### src/rtl/sram_pkg.sv
package sram_pkg;
  typedef enum logic [0:0] {
    RDW_HOLD = 1'b0,
    RDW_NEW  = 1'b1
  } rdw_e;

  localparam int unsigned LANE_W = 8;
endpackage

### src/rtl/sram_ctrl.sv
module sram_ctrl #(
  parameter int unsigned LANES = 4
) (
  input  logic             sel_n,
  input  logic [LANES-1:0] wr_n,
  output logic             rd_en,
  output logic             any_wr,
  output logic [LANES-1:0] lane_wr
);
  always_comb begin
    lane_wr = ~wr_n & {LANES{~sel_n}};
    any_wr  = |lane_wr;
    rd_en   = ~sel_n & (&wr_n);
  end
endmodule

### src/rtl/sram_lane.sv
module sram_lane #(
  parameter int unsigned AW = 6
) (
  input  logic                         clk,
  input  logic                         wr_en,
  input  logic [AW-1:0]                addr,
  input  logic [sram_pkg::LANE_W-1:0]  wbyte,
  output logic [sram_pkg::LANE_W-1:0]  rbyte
);
  localparam int unsigned DEPTH = 1 << AW;

  logic [sram_pkg::LANE_W-1:0] store [DEPTH];

  always_ff @(posedge clk) begin
    if (wr_en) begin
      store[addr] <= wbyte;
    end
  end

  assign rbyte = store[addr];
endmodule

### src/rtl/sram_outreg.sv
module sram_outreg #(
  parameter int unsigned   DW  = 32,
  parameter sram_pkg::rdw_e RDW = sram_pkg::RDW_HOLD
) (
  input  logic          clk,
  input  logic          rst_n,
  input  logic          rd_en,
  input  logic          any_wr,
  input  logic [DW-1:0] arr_word,
  input  logic [DW-1:0] merged_word,
  output logic [DW-1:0] q
);
  logic          q_en;
  logic          wr_load;
  logic [DW-1:0] q_nxt;

  assign wr_load = any_wr & (RDW == sram_pkg::RDW_NEW);

  always_comb begin
    q_en  = rd_en | wr_load;
    q_nxt = rd_en ? arr_word : merged_word;
  end

  always_ff @(posedge clk or negedge rst_n) begin
    if (!rst_n) begin
      q <= '0;
    end else if (q_en) begin
      q <= q_nxt;
    end
  end
endmodule

### src/rtl/sync_sram.sv
module sync_sram #(
  parameter int unsigned    AW  = 6,
  parameter int unsigned    DW  = 32,
  parameter sram_pkg::rdw_e RDW = sram_pkg::RDW_HOLD
) (
  input  logic               clk,
  input  logic               rst_n,
  input  logic               sel_n,
  input  logic [DW/8-1:0]    wr_n,
  input  logic [AW-1:0]      addr,
  input  logic [DW-1:0]      wdata,
  output logic [DW-1:0]      q_data
);
  localparam int unsigned LW    = sram_pkg::LANE_W;
  localparam int unsigned LANES = DW / LW;

  if (DW % LW != 0) begin : g_width_bad
    $error("sync_sram: DW must be a multiple of 8");
  end

  logic             rd_en;
  logic             any_wr;
  logic [LANES-1:0] lane_wr;
  logic [DW-1:0]    arr_word;
  logic [DW-1:0]    merged_word;

  sram_ctrl #(.LANES(LANES)) u_ctrl (
    .sel_n  (sel_n),
    .wr_n   (wr_n),
    .rd_en  (rd_en),
    .any_wr (any_wr),
    .lane_wr(lane_wr)
  );

  for (genvar k = 0; k < LANES; k++) begin : g_lane
    sram_lane #(.AW(AW)) u_lane (
      .clk  (clk),
      .wr_en(lane_wr[k]),
      .addr (addr),
      .wbyte(wdata[k*LW +: LW]),
      .rbyte(arr_word[k*LW +: LW])
    );
    assign merged_word[k*LW +: LW] = lane_wr[k] ? wdata[k*LW +: LW]
                                                : arr_word[k*LW +: LW];
  end

  sram_outreg #(.DW(DW), .RDW(RDW)) u_out (
    .clk        (clk),
    .rst_n      (rst_n),
    .rd_en      (rd_en),
    .any_wr     (any_wr),
    .arr_word   (arr_word),
    .merged_word(merged_word),
    .q          (q_data)
  );
endmodule

### config.mk
export PLATFORM = sky130hd
export DESIGN_NAME = sync_sram
export DESIGN_NICKNAME = d
export VERILOG_FILES = /design/src/rtl/sram_pkg.sv /design/src/rtl/sram_ctrl.sv /design/src/rtl/sram_lane.sv /design/src/rtl/sram_outreg.sv /design/src/rtl/sync_sram.sv
export SDC_FILE = /design/constraint.sdc
export NUM_CORES = 2
export LEC_CHECK = 0
export ABC_CLOCK_PERIOD_IN_PS = 2280
export BUFFER_PORTS_ARGS = -buffer_cell sky130_fd_sc_hd__buf_2
export CELL_PAD_IN_SITES_DETAIL_PLACEMENT = 0
export CELL_PAD_IN_SITES_GLOBAL_PLACEMENT = 1
export CORE_AREA = 5 5 456 368
export DETAILED_ROUTE_END_ITERATION = 12
export DIE_AREA = 0 0 461 373
export MAX_ROUTING_LAYER = met4
export PLACE_DENSITY = 0.71
export SLEW_MARGIN = 20
export SYNTH_ARGS = -nofsm -noshare
export SYNTH_HDL_FRONTEND = slang
export SYNTH_SLANG_ARGS = --single-unit
### constraint.sdc
create_clock -name clk -period 2.28 [get_ports clk]
set_clock_uncertainty 0.2 [all_clocks]
set_input_delay 0.456 -clock clk [delete_from_list [all_inputs] [get_ports clk]]
set_output_delay 0.456 -clock clk [all_outputs]
set_load 0.02 [all_outputs]
==> flow_summary.toml <==
[run_status]
status = "finished, violations left"
violations = "negative setup slack"

[sta]
drv_slew = 0
fin_tns_setup_ns = -0.334
rsz0062_at_grt = "true"
post-route-min-period_ns = 2.49
period_share_pct = 109
holdWs_ns = 0.00492
hold_viol = 0
fmax_mhz = 402
maxSlewHeadroom_pct = 44.5
setup_ws_ns = -0.207
worst_pin_slew_ns = 0.832
setup_violations = 2

[final_layout]
regArea_um2 = 62300
final_area_um2 = 103000
fin_cells = 7860
multi_input_area_um2 = 18500
layout-drive-gt1-share_pct = 34.6
area_delta_synth_final_pct = 27.5
nFillCells = 11326
final_nets = 5577

[yosys]
ys_ff_latch = 2080
synthTopCellsByArea = "edfxtp_1 (76%), mux2i_1 (3.7%), mux4_2 (3.2%)"
syn-cell-area_um2 = 80800
synth_top_area_share_pct = 76.2
synth-main-ff-cell = "edfxtp_1"
synth_top_cell_by_area = "edfxtp_1"
ys.warnings.count = 0
syn_nets = 4553
synth_edf_count = 2048
ys_types = 70
ys_seq_area_share_pct = 77.1
synth-async-reset-ratio_pct = 1.54
synth_most_common_cell = "edfxtp_1"
avgSynthCellArea_um2 = 17.9
synthCells = 4508
synth_commonest_cells = "edfxtp_1 (2048), nor2_1 (378), mux2i_1 (302), a221oi_1 (230), a22oi_1 (175)"

[placed_design]
portBuffers = 76
dpl-instance-area_um2 = 96100
dpl_worst_slack_ns = -0.912
place_congestion = 0.918
place_hpwl_mm = 169
dp.cells = 7481

[power_and_ir_drop]
power_density_nw_per_um2 = 801
ir_drop_v = 0.000782
p_leak_nw = 34.5

[die]
die_x_um = 461
io_pins = 77
core_area_um2 = 163000
fp.dieH_um = 373
dieArea_um2 = 172000
rows = 133
start_util_pct = 49.5

[clock_tree]
cts_max_level = 4
cts.reportedPaths.clkPinSlew_ns = 0.06
cts_root_buf = "clkbuf_16"
cts_buffer_depth = 3
clk_latency_ns = 0.84
cts-buffers-inserted = 196
post_cts_buffers = 0
tritoncts = "done"
cts_num_sinks = 2080

[global_routing]
antenna_found_initial = 10
grt_pass1_vias = 48169
grt_pass1_wl_mm = 360
grt_use_total_pct = 30.3
grt_max_degree = 65
gr-total-overflow = 0

[setup_path]
critical_path.slowest_cell = "a222oi_1"
crit_arrival_ns = 2.99
max_stage_delay_ns = 0.45
crit_path_end_kind = "flop"
crit_fanout = 1
path_cells = "mux2_4 > a222oi_1 > o211ai_1 > a211oi_2 > nand4_1 > o32a_1"
criticalPathCategory = "flop to flop"
worstSetupStartpointType = "flop"
critical_path_required_ns = 2.78

[routing]
wl_per_cell_um = 32.4
wl_mm = 255
avgViaCountPerCell = 6.28
drt_pre_antenna_iters = 6
drc = 0
postRouteAntennaNets = 0
drt_iter0_drc = 6539
vias = 49327

[flow_run]
max_cap_violations = 0

[hold_path]
hp-class = "input port to flop"
placed cells by master, fill, tap and decap left out, drive strengths merged, types with 8 or more instances in the layout:
master,n
edfxtp,2048
a31oi,30
o22a,14
nand2,123
inv,9
bufinv,30
a211oi,10
o211ai,15
nor2,379
dlygate4sd3,13
a21oi,116
diode,9
mux2,130
a22oi,175
clkbuf,232
nor3,12
mux2i,302
a222oi,15
a221oi,234
o22ai,88
o221ai,15
mux4,116
a221o,28
clkinv,83
buf,1132
dfrtp,32
o21ai,114
o32a,15
nand4,8
o2bb2ai,15
a22o,29
nor2b,8
nand3,33
and3,13
critical path: cells and delay by family, from the launching register on:
kind,cells,cell delay [ns]
AO/OA/AOI/OAI,4,1.36
multiplexers,1,0.28
flip-flops,1,0.37
AND/OR/NAND/NOR,1,0.15
per-stage QoR:
stage	util (%)	power, mW
floorplan	-	45.8
global placement	58.9	49.3
detailed placement	58.9	49.4
CTS	63.0	82.7
global route	63.1	84.6
finish	63.1	82.4
where the power goes:
group	switching [mW]	internal, mW
logic	3.79	2.30
clock network	14.2	19.6
registers	0.313	42.3
total	18.3	64.1
logic make-up (layout without fill, tap and decap cells):
family                 count (synthesis)  count (layout)  synth area share, %
DFF                                 2080            2080                 77.1
AOI/OAI and AO/OA                    944             944                 8.62
and+or+nand+nor                      614             614                 3.20
muxes                                548             548                 8.80
buffers and inverters                322            1505                 2.24
other                                  0               9                    0
layout make-up:
cell class	count	area share, %
Clock inverter	125	1.33
Antenna cell	9	0.0219
Multi-Input combinational cell	2106	17.9
Timing Repair Buffer	1145	12.5
Inverter	3	0.0207
Tap cell	2160	2.63
Sequential cell	2080	60.5
Clock buffer	232	5.04
metal layers:
metal  track usage (%)  share of wire, %
met5                 -                 0
met4              9.78               3.4
met3              9.02                12
met2              42.8                44
met1              42.7                40
registers in the layout, summed over array words and instances (netlist names):
name                 flops
u_out.q                 32
g_lane.u_lane.store   2048
path summary, 6_finish.rpt:
kind | from | to | slack [ns] | depth (start not counted)
worst max register to register | g_lane[1].u_lane.store[62][0]$_DFFE_PP_ | u_out.q[8]$_DFFE_PN0P_ | -0.21 | 6
worst min register to register | u_out.q[20]$_DFFE_PN0P_ | u_out.q[20]$_DFFE_PN0P_ | 0.39 | 1
max in group asynchronous | rst_n | u_out.q[27]$_DFFE_PN0P_ | 1.24 | 3
min in group asynchronous | rst_n | u_out.q[4]$_DFFE_PN0P_ | 0.11 | 3
worst min-delay path | wdata[26] | g_lane[3].u_lane.store[38][2]$_DFFE_PP_ | 0.005 | 1
worst max-delay path | g_lane[1].u_lane.store[62][0]$_DFFE_PP_ | u_out.q[8]$_DFFE_PN0P_ | -0.21 | 6
timing repair:
action / 4_1_cts / 5_1_grt
hold buffers: 11 / 2
pin swaps: 2 / 3
endpoints found under the hold margin: 577 / 9
setup endpoints to repair: 3 / 14
gates resized for setup: 1 / 19
Note: power is estimated with default switching activity, not from simulation.
